**src/rtl/lcd_wr_pkg.sv**
```systemverilog
package lcd_wr_pkg;

   typedef enum logic [2:0] {
      PH_IDLE   = 3'd0,
      PH_SETUP  = 3'd1,
      PH_STROBE = 3'd2,
      PH_HOLD   = 3'd3,
      PH_GAP    = 3'd4
   } lcd_phase_e;

   // Phase that carries the bus (address/data valid, write asserted)
   function automatic logic phase_drives_bus(input lcd_phase_e ph);
      return (ph == PH_SETUP) || (ph == PH_STROBE) || (ph == PH_HOLD);
   endfunction

endpackage

```
**src/rtl/lcd_wr_cfg_hold.sv**
```systemverilog
module lcd_wr_cfg_hold #(
   parameter int SU_W  = 5,
   parameter int STB_W = 6,
   parameter int HLD_W = 4,
   parameter int GAP_W = 2
) (
   input  logic             clk,
   input  logic             rst_n,
   input  logic             accept_i,
   input  logic [SU_W-1:0]  su_i,
   input  logic [STB_W-1:0] stb_i,
   input  logic [HLD_W-1:0] hld_i,
   input  logic [GAP_W-1:0] gap_i,
   output logic [SU_W-1:0]  su_o,
   output logic [STB_W-1:0] stb_o,
   output logic [HLD_W-1:0] hld_o,
   output logic [GAP_W-1:0] gap_o
);

   logic [SU_W-1:0]  su_q;
   logic [STB_W-1:0] stb_q, stb_clamp;
   logic [HLD_W-1:0] hld_q, hld_clamp;
   logic [GAP_W-1:0] gap_q;

   // Strobe and hold have a one-cycle floor
   assign stb_clamp = (stb_i == '0) ? STB_W'(1) : stb_i;
   assign hld_clamp = (hld_i == '0) ? HLD_W'(1) : hld_i;

   always_ff @(posedge clk) begin
      if (!rst_n) begin
         su_q  <= '0;
         stb_q <= STB_W'(1);
         hld_q <= HLD_W'(1);
         gap_q <= '0;
      end else if (accept_i) begin
         su_q  <= su_i;
         stb_q <= stb_clamp;
         hld_q <= hld_clamp;
         gap_q <= gap_i;
      end
   end

   // On the accept cycle the live values are used; afterwards the snapshot
   assign su_o  = accept_i ? su_i      : su_q;
   assign stb_o = accept_i ? stb_clamp : stb_q;
   assign hld_o = accept_i ? hld_clamp : hld_q;
   assign gap_o = accept_i ? gap_i     : gap_q;

   assert property (@(posedge clk) disable iff (!rst_n)
      !accept_i |=> (stb_q != '0) && (hld_q != '0))
      else $error("assert_len_floor_R4: captured strobe/hold length is zero");

endmodule

```
**src/rtl/lcd_wr_phase_fsm.sv**
```systemverilog
module lcd_wr_phase_fsm
   import lcd_wr_pkg::*;
#(
   parameter int SU_W  = 5,
   parameter int STB_W = 6,
   parameter int HLD_W = 4,
   parameter int GAP_W = 2,
   parameter int CNT_W = 6
) (
   input  logic             clk,
   input  logic             rst_n,
   input  logic             req_valid_i,
   input  logic [SU_W-1:0]  su_i,
   input  logic [STB_W-1:0] stb_i,
   input  logic [HLD_W-1:0] hld_i,
   input  logic [GAP_W-1:0] gap_i,
   output logic             accept_o,
   output lcd_phase_e       phase_nxt_o,
   output logic             busy_o,
   output logic             done_o
);

   lcd_phase_e       phase_q, phase_d;
   logic [CNT_W-1:0] cnt_q, cnt_d, len_d;
   logic             load_d, done_d, busy_q, done_q;

   assign accept_o = req_valid_i && !busy_q;

   // Phase sequencing, skipping empty setup and gap phases
   always_comb begin
      phase_d = phase_q;
      load_d  = 1'b0;
      done_d  = 1'b0;
      unique case (phase_q)
         PH_IDLE: begin
            if (accept_o) begin
               phase_d = (su_i != '0) ? PH_SETUP : PH_STROBE;
               load_d  = 1'b1;
            end
         end
         default: begin
            if (cnt_q == '0) begin
               unique case (phase_q)
                  PH_SETUP:  phase_d = PH_STROBE;
                  PH_STROBE: phase_d = PH_HOLD;
                  PH_HOLD:   phase_d = (gap_i != '0) ? PH_GAP : PH_IDLE;
                  default:   phase_d = PH_IDLE;
               endcase
               load_d = (phase_d != PH_IDLE);
               done_d = (phase_d == PH_IDLE);
            end
         end
      endcase
   end

   // Length of the phase being entered
   always_comb begin
      unique case (phase_d)
         PH_SETUP:  len_d = CNT_W'(su_i);
         PH_STROBE: len_d = CNT_W'(stb_i);
         PH_HOLD:   len_d = CNT_W'(hld_i);
         PH_GAP:    len_d = CNT_W'(gap_i);
         default:   len_d = CNT_W'(1);
      endcase
   end

   always_comb begin
      if (load_d)                 cnt_d = len_d - CNT_W'(1);
      else if (phase_q != PH_IDLE) cnt_d = cnt_q - CNT_W'(1);
      else                         cnt_d = '0;
   end

   always_ff @(posedge clk) begin
      if (!rst_n) begin
         phase_q <= PH_IDLE;
         cnt_q   <= '0;
         busy_q  <= 1'b0;
         done_q  <= 1'b0;
      end else begin
         phase_q <= phase_d;
         cnt_q   <= cnt_d;
         busy_q  <= (phase_d != PH_IDLE);
         done_q  <= done_d;
      end
   end

   assign phase_nxt_o = phase_d;
   assign busy_o      = busy_q;
   assign done_o      = done_q;

   assert property (@(posedge clk) disable iff (!rst_n)
      done_q |-> !busy_q && $past(busy_q))
      else $error("assert_done_after_busy_R10");

   assert property (@(posedge clk) disable iff (!rst_n)
      done_q |=> !done_q)
      else $error("assert_done_single_R10");

   assert property (@(posedge clk) disable iff (!rst_n)
      (phase_q == PH_STROBE) && $past(phase_q) != PH_STROBE |-> busy_q)
      else $error("assert_strobe_in_busy_R4");

   assert property (@(posedge clk) disable iff (!rst_n)
      (phase_q == PH_IDLE) |-> !busy_q)
      else $error("assert_idle_not_busy_R2");

endmodule

```
**src/rtl/lcd_wr_pin_drv.sv**
```systemverilog
module lcd_wr_pin_drv
   import lcd_wr_pkg::*;
#(
   parameter int DATA_W = 8,
   parameter int NUM_EN = 2,
   parameter int SEL_W  = 1
) (
   input  logic              clk,
   input  logic              rst_n,
   input  logic              accept_i,
   input  logic              busy_i,
   input  logic              rs_i,
   input  logic [SEL_W-1:0]  sel_i,
   input  logic [DATA_W-1:0] data_i,
   input  lcd_phase_e        phase_nxt_i,
   output logic              rs_o,
   output logic              rw_n_o,
   output logic [NUM_EN-1:0] en_o,
   output logic [DATA_W-1:0] d_o,
   output logic              d_oe_o
);

   logic              rs_q, rw_n_q, oe_q;
   logic [SEL_W-1:0]  sel_q, sel_eff;
   logic [DATA_W-1:0] data_q;
   logic [NUM_EN-1:0] en_q;

   assign sel_eff = accept_i ? sel_i : sel_q;

   always_ff @(posedge clk) begin
      if (!rst_n) begin
         rs_q   <= 1'b0;
         sel_q  <= '0;
         data_q <= '0;
         oe_q   <= 1'b0;
         rw_n_q <= 1'b1;
      end else begin
         if (accept_i) begin
            rs_q   <= rs_i;
            sel_q  <= sel_i;
            data_q <= data_i;
         end
         oe_q   <= phase_drives_bus(phase_nxt_i);
         rw_n_q <= !phase_drives_bus(phase_nxt_i);
      end
   end

   for (genvar gi = 0; gi < NUM_EN; gi++) begin : g_en
      always_ff @(posedge clk) begin
         if (!rst_n) en_q[gi] <= 1'b0;
         else        en_q[gi] <= (phase_nxt_i == PH_STROBE) &&
                                 (sel_eff == SEL_W'(gi));
      end
   end

   assign rs_o   = rs_q;
   assign rw_n_o = rw_n_q;
   assign en_o   = en_q;
   assign d_o    = data_q;
   assign d_oe_o = oe_q;

   assert property (@(posedge clk) disable iff (!rst_n)
      $onehot0(en_q))
      else $error("assert_one_enable_R7");

   assert property (@(posedge clk) disable iff (!rst_n)
      (en_q != '0) |-> oe_q && !rw_n_q)
      else $error("assert_enable_in_write_R8");

   assert property (@(posedge clk) disable iff (!rst_n)
      busy_i && $past(busy_i) |-> $stable(rs_q) && $stable(data_q))
      else $error("assert_capture_stable_R2");

   assert property (@(posedge clk) disable iff (!rst_n)
      oe_q |-> busy_i)
      else $error("assert_bus_within_busy_R9");

endmodule

```
**src/rtl/lcd_wr_seq.sv**
```systemverilog
module lcd_wr_seq
   import lcd_wr_pkg::*;
#(
   parameter int DATA_W = 8,
   parameter int SU_W   = 5,
   parameter int STB_W  = 6,
   parameter int HLD_W  = 4,
   parameter int GAP_W  = 2
) (
   input  logic              clk,
   input  logic              rst_n,
   input  logic              req_valid,
   input  logic              req_rs,
   input  logic              req_sel,
   input  logic [DATA_W-1:0] req_data,
   input  logic [SU_W-1:0]   cfg_setup,
   input  logic [STB_W-1:0]  cfg_strobe,
   input  logic [HLD_W-1:0]  cfg_hold,
   input  logic [GAP_W-1:0]  cfg_gap,
   output logic              busy,
   output logic              done,
   output logic              lcd_rs,
   output logic              lcd_rw_n,
   output logic              lcd_e0,
   output logic              lcd_e1,
   output logic [DATA_W-1:0] lcd_d_o,
   output logic              lcd_d_oe
);

   localparam int NUM_EN = 2;
   localparam int SEL_W  = 1;
   localparam int MAX_AB = (SU_W  > STB_W) ? SU_W  : STB_W;
   localparam int MAX_CD = (HLD_W > GAP_W) ? HLD_W : GAP_W;
   localparam int CNT_W  = (MAX_AB > MAX_CD) ? MAX_AB : MAX_CD;

   initial begin
      if (DATA_W < 1) $error("lcd_wr_seq: DATA_W must be at least 1");
      if (SU_W < 1 || STB_W < 1 || HLD_W < 1 || GAP_W < 1)
         $error("lcd_wr_seq: phase length widths must be at least 1");
   end

   logic              accept;
   lcd_phase_e        phase_nxt;
   logic [SU_W-1:0]   su_eff;
   logic [STB_W-1:0]  stb_eff;
   logic [HLD_W-1:0]  hld_eff;
   logic [GAP_W-1:0]  gap_eff;
   logic [NUM_EN-1:0] en_vec;

   lcd_wr_cfg_hold #(
      .SU_W(SU_W), .STB_W(STB_W), .HLD_W(HLD_W), .GAP_W(GAP_W)
   ) u_cfg (
      .clk(clk), .rst_n(rst_n), .accept_i(accept),
      .su_i(cfg_setup), .stb_i(cfg_strobe), .hld_i(cfg_hold), .gap_i(cfg_gap),
      .su_o(su_eff), .stb_o(stb_eff), .hld_o(hld_eff), .gap_o(gap_eff)
   );

   lcd_wr_phase_fsm #(
      .SU_W(SU_W), .STB_W(STB_W), .HLD_W(HLD_W), .GAP_W(GAP_W), .CNT_W(CNT_W)
   ) u_fsm (
      .clk(clk), .rst_n(rst_n), .req_valid_i(req_valid),
      .su_i(su_eff), .stb_i(stb_eff), .hld_i(hld_eff), .gap_i(gap_eff),
      .accept_o(accept), .phase_nxt_o(phase_nxt),
      .busy_o(busy), .done_o(done)
   );

   lcd_wr_pin_drv #(
      .DATA_W(DATA_W), .NUM_EN(NUM_EN), .SEL_W(SEL_W)
   ) u_pins (
      .clk(clk), .rst_n(rst_n), .accept_i(accept), .busy_i(busy),
      .rs_i(req_rs), .sel_i(req_sel), .data_i(req_data),
      .phase_nxt_i(phase_nxt),
      .rs_o(lcd_rs), .rw_n_o(lcd_rw_n), .en_o(en_vec),
      .d_o(lcd_d_o), .d_oe_o(lcd_d_oe)
   );

   assign lcd_e0 = en_vec[0];
   assign lcd_e1 = en_vec[1];

   assert property (@(posedge clk) disable iff (!rst_n)
      $rose(busy) |-> lcd_d_oe && !lcd_rw_n)
      else $error("assert_bus_from_start_R9");

   assert property (@(posedge clk) disable iff (!rst_n)
      lcd_d_oe != lcd_rw_n)
      else $error("assert_rw_tracks_oe_R8");

endmodule

```
**config.mk**
```make
export PLATFORM = sky130hd
export DESIGN_NAME = lcd_wr_seq
export DESIGN_NICKNAME = d
export VERILOG_FILES = /design/src/rtl/lcd_wr_pkg.sv /design/src/rtl/lcd_wr_cfg_hold.sv /design/src/rtl/lcd_wr_phase_fsm.sv /design/src/rtl/lcd_wr_pin_drv.sv /design/src/rtl/lcd_wr_seq.sv
export SDC_FILE = /design/constraint.sdc
export NUM_CORES = 1
export LEC_CHECK = 0
export BUFFER_PORTS_ARGS = -buffer_cell sky130_fd_sc_hd__buf_2
export CAP_MARGIN = 0
export CORE_MARGIN = 3
export CORE_UTILIZATION = 50
export DETAILED_ROUTE_END_ITERATION = 10
export PLACE_DENSITY = 0.82
export SETUP_SLACK_MARGIN = 0.02
export SLEW_MARGIN = 25
export SYNTH_ARGS = -nofsm -noshare
export SYNTH_HDL_FRONTEND = slang
export SYNTH_HIERARCHICAL = 1
export SYNTH_SLANG_ARGS = --single-unit
```
**constraint.sdc**
```tcl
create_clock -name clk -period 4.6 [get_ports clk]
set_input_delay 0.23 -clock clk [delete_from_list [all_inputs] [get_ports clk]]
set_output_delay 0.23 -clock clk [all_outputs]
set_load 0.05 [all_outputs]
```
==> metrics.md, run 1 <==
| Metric | Value |
|---|---|
| PortBufs | 44 |
| Synth Instances | 223 |
| Post-layout min period | 3.931 ns |
| Placed cells | between 300 and 400 |
| Int Power | 0.0008967 W |
| Max Root-Sink Buffers | 2 |
| CTS tree | yes |
| Num ports | 45 |
| Hold Slack | 0.1921 ns |
| Rows | 23 |
| Min-delay worst type | in2reg |
| Max-Cap Viols | 0 |
| CP Max Fanout | 13 |
| CP arrival | 4.14 ns |
| Cts bufs inserted | 5 |
| Status | complete, no violations |
| Critical path class | reg2reg |
| Non-filler cells, final | 318 |
| Max-slew violation count | 0 |
| Die area | around 5300 um^2 |
| R2R Path End | u_fsm/cnt_q[4] |
| Initial Utilization | ~54% |
| Net Sw Power | 0.0006510 W |
| Critical Path RT | 4.80 ns |
| Vias in the first global route | about 1600 |
| Post-CTS Hold Fix Bufs | 0 |
| Initial DRC Count | 82 |
| Worst Hold End | u_pins/d_o[0] |
| Post-synth EDFFs | 0 |
| Leakage | between 1 and 1.5 nW |
| Setup crit start kind | flop |
| Syn Nets | 256 |
| Clock Power Share | 18.5% |
| Achievable frequency | ~250 MHz |
| Slew of the pin with the lowest slew margin | 0.4585 ns |
| Clock Latency Late Sink | 0.29 ns |
| Reg2Reg Depth | 19 |
| Yosys top cell by area | dfxtp_1 |
| Critical Path Max Stage Delay | 0.40 ns |
| Post-cts sizing count | 0 |
| Combinational Power Share | 51.1% |
| Top post-synthesis cells by area | dfxtp_1 38%, mux2_2 7.6%, mux2i_1 5.9% |
| Distinct cells, synth | 62 |
| Syn_area_per_cell | between 9 and 10 um^2 |
| GPL Wtd Cong | 0.8979 |
| CTS sink count | 42 |
| Synth async-reset ratio | 0% |
| Synthesized area | 2221 um^2 |
| Drt first pass iters | 4 |
| Setup TNS Final | 0 ns |
| Reg power frac | between 30% and 40% |
| Synth top area share | 37.86% |
| Synth Register Bits | 42 |
| Die W | 72.65 um |
| Final worst-path cycle share | about 85% |
| Share of cells above drive strength 1 | 33.58% |
| Sw frac | a little over two fifths |
| Grt ovf | 0 |
| Layout area overhead | 15.61% |
| Die Span Y | 72.65 um |
| Fin util | 61.96% |
| Sequential fraction of the synthesis area | 37.86% |
| Largest net degree at the start of global routing | 36 |
| Post-Route WL | 4680 um |
| Cell Pwr Density | 602.8 nW/um^2 |
| GRT Util Overall | 18.27% |
| Antenna violations before repair | 0 |
| Worst Clk Skew | between 0.007 and 0.008 ns |
| Number of remaining DRC errors | 0 |
| Reg-to-Reg Start | u_fsm/busy_o |
| Reg clk slew, reported paths | about 0.080 ns |
| Core ar. | 4144 um^2 |
| Crit path max-delay cell type | mux2_2 |
| Synth cell count leaders | 42 x dfxtp_1, 20 x and2_1, 15 x mux2_2 |
| Predominant post-synthesis flop cell | dfxtp_1 |
| Final #Nets | 300 |
| Top-count cell post-synth | dfxtp_1 |
| Buffer count from post-CTS setup fixing | 0 |
| Synthesis Warnings | 6 |
| Crit. End Element | flop |
| Worst path top cell family by delay | buffers and inverters |
| HPWL Detailed | 3467 um |
| Peak VDD IR | 0.3045 mV |
| Relative slew slack | 69.43% |
| Root buf cell | clkbuf_8 |
| RSZ-0062 raised after global routing | false |
| Antenna-violating nets left | 0 |
| N_diodes | 0 |
| Worst hold stages | 3 |
| Worst reg-to-reg setup slack | 0.67 ns |
| Hold wc startpoint | req_data[0] |
| H-tree depth | 2 |
| Global-route wire length before repair | 7507 um |
| Wirelength per Cell | 14.72 um |
| Vias per cell | 5.645 |
| Via count | 1795 |
| Final hold vios | 0 |
| # setup viols final | 0 |
| Cell Chain, Critical Path | nand2b_1 > inv_1 > buf_4 > buf_4 > mux2_2 > o211ai_1 > nor4_2 > a21oi_1 > buf_4 > inv_1 > and2_1 > a41oi_1 > nand2_2 > inv_1 > ha_1 > nor2_1 > a311oi_1 > a21oi_1 > o22ai_1 |
| WP buf/inv | 6 |
## power groups by stage
stage	Combinational (W)	Sequential, W	Clock [W]
floorplan	0.000584	0.000536	0
global placement	0.000767	0.000475	0
detailed placement	0.000775	0.000478	0
CTS	0.000785	0.000470	0.000292
global route	0.000867	0.000477	0.000308
finish	0.000791	0.000470	0.000287
## sequential cells by signal, summed over array words and instances (netlist names), 2 cells and up
register and flops:
u_pins/en_o 2, u_cfg/hld_q 4, u_cfg/su_q 5, u_fsm/phase_q 3, u_pins/d_o 8, u_fsm/cnt_q 6
u_cfg/gap_q 2, u_cfg/stb_q 6
## worst max-delay path by stage
stage / from / cells after the start / slack [ns] / to
after global placement: u_fsm/busy_o / 16 / 0.84 / u_fsm/cnt_q[4]
after global routing: u_fsm/busy_o / 19 / 0.42 / u_fsm/cnt_q[4]
after detailed placement: u_fsm/busy_o / 16 / 0.77 / u_fsm/cnt_q[4]
after floorplan: u_fsm/busy_o / 17 / 0.86 / u_fsm/cnt_q[4]
after CTS: u_fsm/busy_o / 19 / 0.68 / u_fsm/cnt_q[4]
final: u_fsm/busy_o / 19 / 0.67 / u_fsm/cnt_q[4]
## tightest hold or removal path: stages
cell	delay, ns
buf_2	0.07
mux2i_1	0.05
nor2b_1	0.09
## cell usage in the layout, fill, tap and decap left out, types with 2 or more instances in the layout
cell / synthesis / layout
nor3b_1: 3 / 3
buf_2: 1 / 44
nor4_2: 2 / 2
or4b_1: 2 / 2
nand3_1: 4 / 4
inv_1: 7 / 7
clkbuf_8: 0 / 5
xor2_1: 2 / 2
a22oi_1: 2 / 2
a21oi_1: 4 / 4
mux2_2: 15 / 15
nand2_1: 11 / 11
or2_2: 2 / 2
and2_1: 20 / 20
nand2b_1: 3 / 3
buf_4: 0 / 3
o21ai_0: 5 / 5
xnor2_1: 3 / 3
mux2i_1: 13 / 13
nor4_1: 2 / 2
o22ai_1: 4 / 4
o211ai_1: 5 / 5
ha_1: 3 / 3
nor2b_1: 12 / 12
o211a_1: 2 / 2
dfxtp_1: 42 / 42
nor2_1: 9 / 9
nand4_1: 2 / 2
## logic make-up (layout without fill, tap and decap cells)
kind of cell    after synthesis  after routing  share of synthesized area [%]
simple gates                 84             84                          24.23
compound gates               42             42                          15.66
flops                        42             42                          37.86
mux                          29             29                          14.14
buf+inv                      18             63                          4.450
xor+xnor                      5              5                          1.972
fa+ha+maj                     3              3                          1.690
## layer usage
layer  up-vias  GRT usage, %  share of wire [%]
li1        893             -                  -
met1       824         23.31                 45
met2        70         29.36                 47
met3         8         4.821                6.5
met4         0         7.172                1.5
met5         -             0                  0
## final cells by class
type	count	area (um^2)
Fill cell	334	1577
Tap cell	50	62.56
Inverter	8	30.03
Timing Repair Buffer	47	242.7
Sequential cell	42	840.8
Clock buffer	6	72.57
Multi-Input combinational cell	163	1281
Clock inverter	2	37.54
## through the flow
| step | area [um^2] | setup WS (ns) | power, W |
|---|---|---|---|
| floorplan | 2221 | 0.8621 | 0.001120 |
| global placement | 2457 | 0.8378 | 0.001243 |
| detailed placement | 2457 | 0.7705 | 0.001253 |
| CTS | 2567 | 0.6780 | 0.001547 |
| global route | 2567 | 0.4208 | 0.001652 |
| finish | 2567 | 0.6687 | 0.001548 |
Note: power is estimated with default switching activity, not from simulation.
==> run 2, diff against run 1 <==
- CORE_MARGIN: 3 -> 5
==> metrics.md, run 2 (synthesis gave the netlist of run 1 again) <==
| Metric | Value |
|---|---|
| Fillers | 368 |
| Critical Path RT | a little under 5 ns |
| Final worst-path cycle share | 82.95% |
| Max-Cap Viols | 0 |
| Slew of the pin with the lowest slew margin | 0.4615 ns |
| RSZ-0062 raised after global routing | false |
| Sw frac | 42.06% |
| Reg power frac | between 30% and 40% |
| Vias in the first global route | 1749 |
| Worst reg-to-reg setup slack | 0.78 ns |
| Crit path to | u_fsm/cnt_q[4] |
| Clock Power Share | 18.9% |
| Area after DPL | 2460 um^2 |
| Post-Route WL | roughly 4700 um |
| Fin util | between 50% and 60% |
| Max reg flops | 8 |
| Final hold vios | 0 |
| GRT Util Overall | 16.35% |
| Commonest non-fill, non-tap cells in the layout | 44 x buf_2, 42 x dfxtp_1, 20 x and2_1 |
| Crit. End Element | flop |
| Crit path max-delay cell type | or4_4 |
| Share of cells above drive strength 1 | approximately a third |
| Grt ovf | 0 |
| Core ar. | 4324 um^2 |
| Setup crit start kind | flop |
| Number of remaining DRC errors | 0 |
| Critical path depth in cells | 15 |
| Worst Clk Skew | 0.005718 ns |
| Wirelength per Cell | 14.53 um |
| Global-route wire length before repair | 7955 um |
| Design area | 2572 um^2 |
| CP arrival | 4.03 ns |
| Post-layout min period | 3.815 ns |
| Worst path top cell family by delay | simple AND/OR/NAND/NOR gates |
| Int Power | 0.0008977 W |
| Root buf cell | clkbuf_8 |
| Vias per cell | approximately 5.6 |
| Achievable frequency | 262.1 MHz |
| Die area | 5874 um^2 |
| CP Max Fanout | 13 |
| Post-CTS Hold Fix Bufs | 0 |
| Via count | 1805 |
| Die Span Y | 76.65 um |
| WL met1 | roughly 2100 um |
| Layout area overhead | 15.83% |
| Status | complete, no violations |
| H-tree depth | 2 |
| Uppermost routed layer | met4 |
| Antenna-violating nets left | 0 |
| Reg2Reg Depth | 15 |
| PortBufs | 44 |
| Critical path origin | u_fsm/busy_o |
| HPWL Detailed | between 3000 and 4000 um |
| WP buf/inv | 2 |
| Antenna violations before repair | 0 |
| Post-cts sizing count | 0 |
| Rows | 24 |
| Hold Slack | 0.1925 ns |
| Largest net degree at the start of global routing | 36 |
| N_diodes | 0 |
| Reg-to-Reg Start | u_fsm/busy_o |
| Max-slew violation count | 0 |
| Initial Utilization | 51.36% |
| Clock Latency Late Sink | approximately 0.30 ns |
| Min-delay worst type | in2reg |
| Max Root-Sink Buffers | 2 |
| Num ports | 45 |
| Leakage | roughly 1.1 nW |
| Combinational Power Share | 50.8% |
| Final #Nets | 300 |
| Setup TNS Final | 0 ns |
| # setup viols final | 0 |
| Cell Chain, Critical Path | nand2b_1 > inv_1 > mux2_2 > or4_4 > nor4_4 > o21bai_2 > nand2_4 > mux2i_1 > o221ai_2 > inv_2 > ha_1 > nor2_1 > a311oi_1 > a21oi_1 > o22ai_1 |
| CTS tree | yes |
| R2R Path End | u_fsm/cnt_q[4] |
| Cell Pwr Density | 602.3 nW/um^2 |
| Metal3 WL | 236 um |
| Initial DRC Count | 83 |
| Relative slew slack | 69.24% |
| Non-filler cells, final | 320 |
| Net Sw Power | 0.0006517 W |
| Drt first pass iters | 4 |
| CTS sink count | 42 |
| Critical path class | reg2reg |
| Die W | about 77 um |
| Reg clk slew, reported paths | 0.08 ns |
| Met2 WL | roughly 2200 um |
| Most common cell after layout, fill and taps aside | buf_2 |
| GPL Wtd Cong | 0.8196 |
| Peak VDD IR | 0.2672 mV |
| Buffer count from post-CTS setup fixing | 0 |
| Critical Path Max Stage Delay | approximately 0.57 ns |
| Cts bufs inserted | 5 |
| Placed cells | around 310 |
==> run 2: changes by cell type in the layout (fill, tap and decap cells not counted) <==
cell | before | now
clkbuf_1 | 1 | 0
clkinvlp_4 | 1 | 0
inv_6 | 0 | 1
clkinv_2 | 0 | 1
==> run 2: worst min-delay path by stage <==
stage,cells past startpoint,startpoint,end
6_report,3,req_data[6],u_pins/d_o[6]
3_5_place_dp,2,u_cfg/hld_q[0],u_cfg/hld_q[0]
2_1_floorplan,1,rst_n,u_cfg/gap_q[1]
5_1_grt,3,req_data[6],u_pins/d_o[6]
3_3_place_gp,2,u_cfg/hld_q[0],u_cfg/hld_q[0]
4_1_cts,3,req_rs,u_pins/rs_o
==> run 2: area by class of cell <==
cell class / instances / area (um^2) / share of cell area [%]
Clock inverter: 3 / 43.79 / 1.702
Multi-Input combinational cell: 163 / 1281 / 49.81
Sequential cell: 42 / 840.8 / 32.68
Clock buffer: 5 / 68.82 / 2.675
Timing Repair Buffer: 47 / 242.7 / 9.436
Inverter: 8 / 30.03 / 1.167
Tap cell: 52 / 65.06 / 2.529
==> run 2: power groups by stage <==
| stage | clock [W] | sequential (W) | combinational [W] |
|---|---|---|---|
| 2_1_floorplan | 0 | 0.000536 | 0.000584 |
| 3_3_place_gp | 0 | 0.000476 | 0.000764 |
| 3_5_place_dp | 0 | 0.000477 | 0.000774 |
| 4_1_cts | 0.000299 | 0.000468 | 0.000780 |
| 5_1_grt | 0.000316 | 0.000475 | 0.000863 |
| 6_report | 0.000294 | 0.000469 | 0.000787 |
==> run 2: worst register-to-register path, cell delays in order (launching register included) <==
cell	delay, ns
dfxtp_1	0.32
nand2b_1	0.21
inv_1	0.29
mux2_2	0.42
or4_4	0.57
nor4_4	0.28
o21bai_2	0.15
nand2_4	0.17
mux2i_1	0.30
o221ai_2	0.18
inv_2	0.09
ha_1	0.22
nor2_1	0.07
a311oi_1	0.27
a21oi_1	0.07
o22ai_1	0.12
==> run 2: per-stage QoR <==
| step | total power (W) | setup WS [ns] |
|---|---|---|
| after global placement | 0.001239 | 0.9913 |
| final | 0.001549 | 0.7845 |
| after floorplan | 0.001120 | 0.8621 |
| after global routing | 0.001655 | 0.5936 |
| after CTS | 0.001547 | 0.8151 |
| after detailed placement | 0.001251 | 0.8824 |
==> run 2: per-layer routing <==
layer  vias up  global-route usage [%]
met5         -                       0
met4         0                   7.517
met3        10                   4.374
met2        51                   27.57
met1       850                   19.16
li1        894                       -
==> run 3, diff against run 2 <==
- CORE_UTILIZATION: 50 -> 49
- PLACE_DENSITY: 0.82 -> 0.83
- clock period: 4.6 -> 3.31 ns (I/O delays scaled with it)
==> metrics.md, run 3 (synthesis gave the netlist of run 1 again) <==
| Metric | Value |
|---|---|
| Status | finished, violations left |
| Failing checks | setup timing |
| Global-route wire length before repair | 8749 um |
| Final hold vios | 0 |
| H-tree depth | 2 |
| Hold wc startpoint | req_data[0] |
| RSZ-0062 raised after global routing | true |
| Die Span Y | 77.33 um |
| Num ports | 45 |
| Layout area overhead | 26.31% |
| Clock Power Share | 14.1% |
| Reg-to-Reg Start | u_fsm/busy_o |
| Vias in the first global route | 1802 |
| Critical path class | reg2reg |
| CP Max Fanout | 6 |
| Critical path origin | u_fsm/busy_o |
| Crit. End Element | flop |
| Design area | between 2000 and 3000 um^2 |
| Max reg flops | 8 |
| Grt ovf | 0 |
| Wirelength per Cell | 16.38 um |
| Met1 Usage GRT | roughly 22% |
| Achievable frequency | 291.4 MHz |
| Clock Latency Late Sink | 0.30 ns |
| Core ar. | 4384 um^2 |
| Vias per cell | about 5.6 |
| Most common cell after layout, fill and taps aside | buf_2 |
| Final #Nets | 323 |
| Max-slew violation count | 0 |
| Initial DRC Count | 221 |
| Fillers | roughly 340 |
| Drt first pass iters | 4 |
| CTS sink count | 42 |
| Met2 GRT Util | 29.97% |
| Peak VDD IR | 0.4115 mV |
| Final worst-path cycle share | 103.7% |
| Antenna-violating nets left | 0 |
| Post-layout min period | 3.431 ns |
| Post-Route WL | 5617 um |
| Relative slew slack | a little under 70% |
| Via count | around 1900 |
| Critical Path RT | approximately 3.6 ns |
| Number of remaining DRC errors | 0 |
| GPL Wtd Cong | roughly 0.82 |
| Worst Clk Skew | 0.009649 ns |
| Slew of the pin with the lowest slew margin | 0.4833 ns |
| Sw frac | ~43% |
| Setup crit start kind | flop |
| Net Sw Power | 0.001022 W |
| PortBufs | 44 |
| Register Area | 844.6 um^2 |
| R2R Path End | u_fsm/cnt_q[5] |
| N_diodes | 0 |
| Reg power frac | about 28% |
| Reg2Reg Depth | 14 |
| HPWL Detailed | about 3800 um |
| Leakage | 1.227 nW |
| Multi-input gate area | between 1000 and 1500 um^2 |
| Fin util | 63.98% |
| Die W | just under 80 um |
| Rows | 24 |
| Reg clk slew, reported paths | 0.09 ns |
| Min-delay worst type | in2reg |
| Area after DPL | 2521 um^2 |
| Crit path to | u_fsm/cnt_q[5] |
| Combinational Power Share | 58.4% |
| CP arrival | 3.67 ns |
| Grt met3 use | 4.450% |
| Largest net degree at the start of global routing | 36 |
| Share of cells above drive strength 1 | 42.96% |
| CTS tree | yes |
| Total power | 0.002400 W |
| Worst hold stages | 3 |
| Initial Utilization | approximately 51% |
| Max Root-Sink Buffers | 2 |
| GRT Util Overall | 18.04% |
| # setup viols final | 4 |
| Worst reg-to-reg setup slack | -0.12 ns |
| Post-CTS Hold Fix Bufs | 0 |
| Cell Pwr Density | ~860 nW/um^2 |
| Setup ws final | -0.1215 ns |
| Commonest non-fill, non-tap cells in the layout | 44 x buf_2, 41 x dfxtp_1, 24 x buf_4 |
| Max-Cap Viols | 0 |
| Hold Slack | around 0.12 ns |
| Int Power | 0.001378 W |
| GRT busiest layer | met2 |
| Cts bufs inserted | 5 |
| Antenna violations before repair | 0 |
| Die area | 5979 um^2 |
| Root buf cell | clkbuf_8 |
run 3: cell types whose count changed in the layout (fill, tap and decap cells not counted), moves of 2 or more:
| cell | before | now |
|---|---|---|
| clkinvlp_4 | 0 | 3 |
| mux2_4 | 1 | 4 |
| inv_1 | 7 | 5 |
| buf_4 | 3 | 24 |
| mux2_2 | 15 | 12 |
| buf_6 | 0 | 2 |
run 3: final cells by class:
type	instances	area share (%)
Multi-Input combinational cell	163	47.99
Sequential cell	42	30.11
Timing Repair Buffer	70	15.08
Clock buffer	5	2.453
Tap cell	52	2.319
Inverter	8	1.204
Clock inverter	3	0.8475
run 3: how the worst min path moves through the flow:
stage / slack (ns) / end
2_1_floorplan: 0.28 / u_fsm/busy_o
3_3_place_gp: 0.42 / u_cfg/hld_q[0]
3_5_place_dp: 0.43 / u_pins/d_o[4]
4_1_cts: 0.11 / u_pins/d_o[4]
5_1_grt: 0.11 / u_pins/d_o[7]
6_report: 0.12 / u_pins/d_o[0]
run 3: layer usage:
layer | up-vias | wire, um
li1 | 941 | -
met1 | 925 | 2439
met2 | 59 | 2807
met3 | 9 | 250
met4 | 0 | 121
met5 | - | 0
run 3: critical path, cell delays in order (launching register included):
cell and delay (ns):
dfxtp_4 0.36, nand2b_4 0.15, clkinvlp_4 0.18, buf_6 0.17, mux2_4 0.31, or4_4 0.45
nor4_4 0.23, o21bai_2 0.15, buf_4 0.16, buf_4 0.14, a21oi_2 0.21, a32oi_2 0.22
o211a_1 0.20, o32a_1 0.34, nand3_1 0.08
run 3: power by group through the flow:
stage / logic (W) / clock network, W / registers [W]
after global routing: 0.00150 / 0.000373 / 0.000669
after CTS: 0.00122 / 0.000347 / 0.000657
final: 0.00140 / 0.000339 / 0.000660
after detailed placement: 0.00115 / 0 / 0.000668
after floorplan: 0.000839 / 0 / 0.000748
after global placement: 0.00113 / 0 / 0.000664
run 3: what timing repair did:
action,in CTS,in global routing
resized for setup,4,10
pin swaps,4,14
setup buffers,7,11
hold endpoints to repair,0,0
setup endpoints to repair,3,4
run 3: per-stage QoR:
stage,setup TNS (ns),std cells,setup slack [ns]
after CTS,0,332,0.02222
final,-0.2297,343,-0.1215
after floorplan,0,223,0.02173
after detailed placement,-0.1128,317,-0.1014
after global routing,-0.7586,343,-0.2244
after global placement,0,317,0.03995
